`config.mk`:
```
export PLATFORM = sky130hd
export DESIGN_NAME = idata_access_unit
export DESIGN_NICKNAME = d
export VERILOG_FILES = /design/src/rtl/idau_pkg.sv /design/src/rtl/idau_decode.sv /design/src/rtl/idau_store.sv /design/src/rtl/idau_merge.sv /design/src/rtl/idata_access_unit.sv
export SDC_FILE = /design/constraint.sdc
export NUM_CORES = 2
export LEC_CHECK = 0
export ABC_AREA = 1
export CELL_PAD_IN_SITES_DETAIL_PLACEMENT = 0
export CELL_PAD_IN_SITES_GLOBAL_PLACEMENT = 1
export CORE_MARGIN = 5
export CORE_UTILIZATION = 30
export DETAILED_ROUTE_END_ITERATION = 8
export DONT_BUFFER_PORTS = 1
export GPL_ROUTABILITY_DRIVEN = 0
export GPL_TIMING_DRIVEN = 0
export PLACE_DENSITY_LB_ADDON = 0.05
export SETUP_SLACK_MARGIN = 0.2
export SYNTH_ARGS = -nofsm -noshare
export SYNTH_HDL_FRONTEND = slang
export SYNTH_SLANG_ARGS = --single-unit
```
`constraint.sdc`:
```
create_clock -name clk -period 5.7 [get_ports clk]
set_input_delay 0 -clock clk [delete_from_list [all_inputs] [get_ports clk]]
set_output_delay 0 -clock clk [all_outputs]
set_load 0.03 [all_outputs]
```
`src/rtl/idau_pkg.sv`:
```
package idau_pkg;
  localparam int BYTE_W = 8;
  localparam int BPOS_W = 3;

  typedef enum logic [1:0] {
    AM_BYTE = 2'd0,
    AM_REG  = 2'd1,
    AM_BIT  = 2'd2,
    AM_IDLE = 2'd3
  } acc_mode_e;

  typedef enum logic [1:0] {
    TG_NONE = 2'd0,
    TG_RAM  = 2'd1,
    TG_SFR  = 2'd2
  } target_e;
endpackage

```
`src/rtl/idau_decode.sv`:
```
module idau_decode
  import idau_pkg::*;
#(
  parameter logic [7:0] BITRAM_BASE = 8'h20,
  parameter int         BANK_W      = 2
) (
  input  acc_mode_e               mode,
  input  logic [BYTE_W-1:0]       addr,
  input  logic [BANK_W-1:0]       bank,
  output target_e                 tgt,
  output logic [BYTE_W-1:0]       idx,
  output logic [BPOS_W-1:0]       bit_pos,
  output logic                    is_bit
);
  localparam int REGN_W = 3;

  always_comb begin
    tgt     = TG_NONE;
    idx     = '0;
    bit_pos = '0;
    is_bit  = 1'b0;
    unique case (mode)
      AM_BYTE: begin
        if (addr[7]) begin
          tgt = TG_SFR;
          idx = {1'b0, addr[6:0]};
        end else begin
          tgt = TG_RAM;
          idx = addr;
        end
      end
      AM_REG: begin
        tgt = TG_RAM;
        idx = {{(BYTE_W-BANK_W-REGN_W){1'b0}}, bank, addr[REGN_W-1:0]};
      end
      AM_BIT: begin
        is_bit  = 1'b1;
        bit_pos = addr[BPOS_W-1:0];
        if (addr[7]) begin
          tgt = TG_SFR;
          idx = {1'b0, addr[6:3], 3'b000};
        end else begin
          tgt = TG_RAM;
          idx = BITRAM_BASE + {4'b0000, addr[6:3]};
        end
      end
      default: tgt = TG_NONE;
    endcase
  end
endmodule

```
`src/rtl/idau_store.sv`:
```
module idau_store #(
  parameter int DEPTH = 256,
  parameter int DW    = 8,
  localparam int AW   = $clog2(DEPTH)
) (
  input  logic          clk,
  input  logic          we,
  input  logic [AW-1:0] addr,
  input  logic [DW-1:0] wdata,
  output logic [DW-1:0] rdata
);
  logic [DW-1:0] mem [0:DEPTH-1];

  always_ff @(posedge clk) begin
    if (we) mem[addr] <= wdata;
  end

  assign rdata = mem[addr];
endmodule

```
`src/rtl/idau_merge.sv`:
```
module idau_merge
  import idau_pkg::*;
(
  input  logic [BYTE_W-1:0] old_byte,
  input  logic [BYTE_W-1:0] wdata,
  input  logic              is_bit,
  input  logic [BPOS_W-1:0] bit_pos,
  input  logic              active,
  output logic [BYTE_W-1:0] new_byte,
  output logic [BYTE_W-1:0] rd_val
);
  logic [BYTE_W-1:0] sel_mask;

  generate
    for (genvar i = 0; i < BYTE_W; i++) begin : g_mask
      assign sel_mask[i] = (bit_pos == BPOS_W'(i));
    end
  endgenerate

  always_comb begin
    if (is_bit)
      new_byte = (old_byte & ~sel_mask) | ({BYTE_W{wdata[0]}} & sel_mask);
    else
      new_byte = wdata;
  end

  always_comb begin
    if (!active)
      rd_val = '0;
    else if (is_bit)
      rd_val = {{(BYTE_W-1){1'b0}}, |(old_byte & sel_mask)};
    else
      rd_val = old_byte;
  end
endmodule

```
`src/rtl/idata_access_unit.sv`:
```
module idata_access_unit
  import idau_pkg::*;
#(
  parameter int         RAM_DEPTH   = 256,
  parameter int         SFR_DEPTH   = 128,
  parameter logic [6:0] PSW_OFFSET  = 7'h50,
  parameter int         BANK_LSB    = 3,
  parameter logic [7:0] BITRAM_BASE = 8'h20
) (
  input  logic       clk,
  input  logic       rst,
  input  logic [1:0] mode,
  input  logic [7:0] addr,
  input  logic [7:0] wdata,
  input  logic       wr_en,
  output logic [7:0] rdata,
  output logic [7:0] psw_q
);
  localparam int RAM_AW = $clog2(RAM_DEPTH);
  localparam int SFR_AW = $clog2(SFR_DEPTH);
  localparam int BANK_W = 2;

  target_e           tgt;
  logic [BYTE_W-1:0] idx;
  logic [BPOS_W-1:0] bit_pos;
  logic              is_bit;
  logic [BYTE_W-1:0] ram_rd, sfr_rd, old_byte, new_byte, rd_val;
  logic              hit_psw, ram_we, sfr_we, active;

  idau_decode #(.BITRAM_BASE(BITRAM_BASE), .BANK_W(BANK_W)) u_dec (
    .mode   (acc_mode_e'(mode)),
    .addr   (addr),
    .bank   (psw_q[BANK_LSB +: BANK_W]),
    .tgt    (tgt),
    .idx    (idx),
    .bit_pos(bit_pos),
    .is_bit (is_bit)
  );

  assign active  = (tgt != TG_NONE);
  assign hit_psw = (tgt == TG_SFR) && (idx[SFR_AW-1:0] == PSW_OFFSET);
  assign ram_we  = wr_en && (tgt == TG_RAM);
  assign sfr_we  = wr_en && (tgt == TG_SFR) && !hit_psw;

  idau_store #(.DEPTH(RAM_DEPTH), .DW(BYTE_W)) u_ram (
    .clk(clk), .we(ram_we), .addr(idx[RAM_AW-1:0]),
    .wdata(new_byte), .rdata(ram_rd)
  );

  idau_store #(.DEPTH(SFR_DEPTH), .DW(BYTE_W)) u_sfr (
    .clk(clk), .we(sfr_we), .addr(idx[SFR_AW-1:0]),
    .wdata(new_byte), .rdata(sfr_rd)
  );

  always_comb begin
    unique case (tgt)
      TG_RAM:  old_byte = ram_rd;
      TG_SFR:  old_byte = hit_psw ? psw_q : sfr_rd;
      default: old_byte = '0;
    endcase
  end

  idau_merge u_merge (
    .old_byte(old_byte), .wdata(wdata), .is_bit(is_bit),
    .bit_pos(bit_pos), .active(active),
    .new_byte(new_byte), .rd_val(rd_val)
  );

  always_ff @(posedge clk) begin
    if (rst) begin
      psw_q <= '0;
      rdata <= '0;
    end else begin
      rdata <= rd_val;
      if (wr_en && hit_psw) psw_q <= new_byte;
    end
  end

  // Assertions
  assert_reset_state_R1: assert property (@(posedge clk) disable iff (rst)
    $past(rst) |-> (psw_q == 8'h00 && rdata == 8'h00));

  assert_bank_route_R4: assert property (@(posedge clk) disable iff (rst)
    (mode == 2'd1) |-> (tgt == TG_RAM && idx[7:5] == 3'b000 &&
                        idx[4:3] == psw_q[BANK_LSB +: BANK_W]));

  assert_bitram_window_R5: assert property (@(posedge clk) disable iff (rst)
    (mode == 2'd2 && !addr[7]) |-> (tgt == TG_RAM && idx >= BITRAM_BASE &&
                                    idx <= BITRAM_BASE + 8'h0F));

  assert_bitsfr_align_R6: assert property (@(posedge clk) disable iff (rst)
    (mode == 2'd2 && addr[7]) |-> (tgt == TG_SFR && idx[2:0] == 3'b000));

  assert_single_bit_R7: assert property (@(posedge clk) disable iff (rst)
    (is_bit && wr_en) |-> ($countones(new_byte ^ old_byte) <= 1));

  assert_psw_hold_R8: assert property (@(posedge clk) disable iff (rst)
    !(wr_en && hit_psw) |=> $stable(psw_q));

  assert_idle_zero_R9: assert property (@(posedge clk) disable iff (rst)
    (mode == 2'd3) |=> (rdata == 8'h00));

  assert_no_strobe_R10: assert property (@(posedge clk) disable iff (rst)
    !wr_en |-> (!ram_we && !sfr_we));
endmodule

```
==> impl_metrics.env <==
export IMPL_p_switching_mw=10.1
export IMPL_reg2reg_to="u_ram.mem[69][3]"
export IMPL_cts_root_buf="clkbuf_16"
export IMPL_drc=0
export IMPL_num_vias=70700
export IMPL_relSlewSlack=-0.137
export IMPL_die_width_microns=551
export IMPL_ir_worst_vdd_mv=0.252
export IMPL_start_util=0.301
export IMPL_port_buffers=0
export IMPL_path_clk_slew_ns=0.06
export IMPL_combPwrFrac=0.111
export IMPL_yosys_cell_types_count=35
export IMPL_yosysWarningCount=0
export IMPL_cp_common_cell="nand2_1"
export IMPL_max_stage_delay_ns=0.91
export IMPL_synth_seq_cells=2064
export IMPL_synth_area_sq_mm=0.0878
export IMPL_p_seq_frac=0.467
export IMPL_violations="max-capacitance violations, max-slew violations, negative setup slack"
export IMPL_dpl_cell_area_sq_mm=0.0979
export IMPL_startpoint_type="primary input"
export IMPL_ff2ff_path_depth=14
export IMPL_totalWireLength_mm=546
export IMPL_dp_slack_ns=-1.88
export IMPL_p_clk_frac=0.422
export IMPL_antenna_found_initial=68
export IMPL_synth_ff_type="edfxtp_1"
export IMPL_p_int_mw=26.3
export IMPL_fin_area_sq_mm=0.106
export IMPL_leakage_nw=39.2
export IMPL_dp_hpwl_mm=386
export IMPL_drive_gt1_frac=0.125
export IMPL_async_reset_ff_frac=0
export IMPL_yosysSeqAreaShare=0.704
export IMPL_crit_slowest_cell="clkdlybuf4s15_1"
export IMPL_grt_setup_unrepaired="no"
export IMPL_outcome="finished, violations left"
export IMPL_p_per_area_mw_per_mm2=342
export IMPL_cts_tree="done"
export IMPL_drt_wirelength_per_cell_microns=42.2
export IMPL_setup_viol=306
export IMPL_grt_pass1_vias=64100
export IMPL_cts_buffers=242
export IMPL_nets=8725
export IMPL_reg2reg_from="psw_q[4]"
export IMPL_clockBufferDepth=4
export IMPL_arrival_ns=6.32
export IMPL_grt_pass1_wl_mm=685
export IMPL_cp_max_fo=84
export IMPL_grt_max_degree=165
export IMPL_drt_pass1_iter_count=8
export IMPL_area_growth_pct=21.1
export IMPL_min_from="addr[7]"
export IMPL_grt_ovfl_total=0
export IMPL_path_class="primary input to register"
export IMPL_drt_iter0_markers=11000
export IMPL_hold_slack_ns=0.000439
export IMPL_fp_dieArea_sq_mm=0.303
export IMPL_via_per_inst=5.48
export IMPL_end_kind="register"
export IMPL_skew_ns=0.0566
export IMPL_rows=198
export IMPL_cts_sinks=2064
export IMPL_netSwitchingFraction=0.279
export IMPL_max_freq_ghz=0.170
export IMPL_timing_final_crit_period_ns=5.87
export IMPL_required_ns=6.15
export IMPL_power_total_mw=36.4
export IMPL_dieHeight_microns=551
export IMPL_finalWorstSetupSlack_ns=-0.170
export IMPL_grtUsageTotal=0.349
export IMPL_period_share=1.03
export IMPL_min_to="rdata[3]"
export IMPL_regToRegSetupSlack_ns=-0.15
export IMPL_clk_latency_ns=0.97
export IMPL_ant_nets=0
export IMPL_max_slew_worst_pin_slew_ns=1.71
export IMPL_core_area_sq_mm=0.291
export IMPL_whs_path_depth=8
export IMPL_hold_viol=0
export IMPL_drv_slew=220
export IMPL_cap_violations=25
export IMPL_avgSynthCellArea_sq_um=10.7
export IMPL_syn_inst=8187
export IMPL_path_cells="buf_4, nor2_1, nand2_1, o21ai_1, inv_2, buf_2, clkbuf_2, clkdlybuf4s15_1, o21ai_0, nand2_1, nand2_1, nand4_1, nand2_1, nand3_1, nand2_1, nand3_1, nand2_1, o21ai_2, nand2_8, buf_16"
export IMPL_synth_edf_count=2048
export IMPL_pin_count=37
export IMPL_hold_class="primary input to register"
export IMPL_cts_max_level=4
## routing by layer
| layer | part of all wire | routed length (microns) | up-vias | global-route usage |
|---|---|---|---|---|
| li1 | - | - | 29000 | - |
| met1 | 0.40 | 218000 | 36300 | 0.459 |
| met2 | 0.44 | 241000 | 4348 | 0.535 |
| met3 | 0.094 | 51200 | 1059 | 0.0777 |
| met4 | 0.065 | 35700 | 14 | 0.195 |
| met5 | 0.00018 | 99 | - | 0 |
## final cells by class
cell class              instances  area, sq um
inverters                     530         2010
plain buffers                 485         2330
diodes                        108          270
clock buffers                 314         6400
clock inverters               130         1110
flip-flops and latches       2064        61800
multi-input cells            5116        22800
repair buffers                265         4680
fillers                     29200       185000
well taps                    3900         4880
## cell usage in the layout, fill, tap and decap left out, drive strengths merged, types with 5 or more instances in the layout
cell / count
nand2: 2302
edfxtp: 2048
nor2: 1104
o21ai: 790
a21oi: 559
clkbuf: 548
inv: 531
buf: 474
nand3: 145
nand3b: 119
diode: 108
clkinv: 107
dlygate4sd3: 39
nand4: 36
o211ai: 27
bufinv: 16
dfxtp: 16
conb: 8
or2: 8
o21a: 7
clkinvlp: 6
o22ai: 5
## power by group through the flow
stage          Combinational (mW)  Clock, mW  Sequential, mW
2_1_floorplan                1.54          0            17.4
3_3_place_gp                 3.72          0            17.6
3_5_place_dp                 3.86          0            17.3
4_1_cts                      3.90       15.5            17.0
5_1_grt                      4.06       16.1            17.0
6_report                     4.04       15.4            17.0
## per-stage QoR
stage                      util  cells  setup TNS [ns]
after floorplan               -   8194          -42.03
after global placement    0.318  12100               -
after detailed placement  0.336  12300        -2436.06
after CTS                 0.364  12800               0
after global routing      0.365  12900               0
final                     0.365  12900          -26.55
## worst max path at each step
stage                   from                 to  slack, ns  cells after the start
floorplan           psw_q[3]    u_ram.mem[0][7]      -0.16                     18
global placement     mode[0]   u_ram.mem[70][7]      -8.37                     19
detailed placement   mode[0]  u_ram.mem[107][7]      -1.88                     22
CTS                 psw_q[3]  u_ram.mem[107][7]       0.02                     19
global route        psw_q[3]   u_ram.mem[91][5]       0.20                     21
finish               mode[0]   u_ram.mem[90][4]      -0.17                     20
## logic make-up after synthesis
kind of cell           count (synthesis)  synth area share
AOI/OAI and AO/OA                   1389            0.0803
buffers and inverters               1015            0.0472
DFF                                 2064             0.704
other                                  1         0.0000427
and+or+nand+nor                     3718             0.168
## synthesized netlist by cell type (119+ instances only)
master,count,area (sq um)
nand2_1,2296,8620
edfxtp_1,2048,61500
nor2_1,1099,4130
o21ai_0,571,2860
a21oi_1,559,2800
inv_1,520,1950
clkbuf_1,226,848
o21ai_1,218,1090
buf_2,201,1010
nand3_1,144,721
nand3b_1,119,893
## registers in the layout, summed over array words and instances (netlist names)
name       count
u_ram.mem   1024
u_sfr.mem   1024
psw_q          8
rdata          8
## critical path: cells and delay by family
family	cells	cell delay (ns)
buf+inv	6	2.66
compound gates	3	1.16
simple gates	11	2.13
## timing repair
action / 4_1_cts / 5_1_grt
hold endpoints to repair: 484 / 1
pin swaps: 0 / 2
resized for setup: 49 / 37
hold buffers: 38 / 1
endpoints found under the setup margin: 2059 / 898
gates cloned: 0 / 1
setup buffers: 3 / 0
Note: power is estimated with default switching activity, not from simulation.
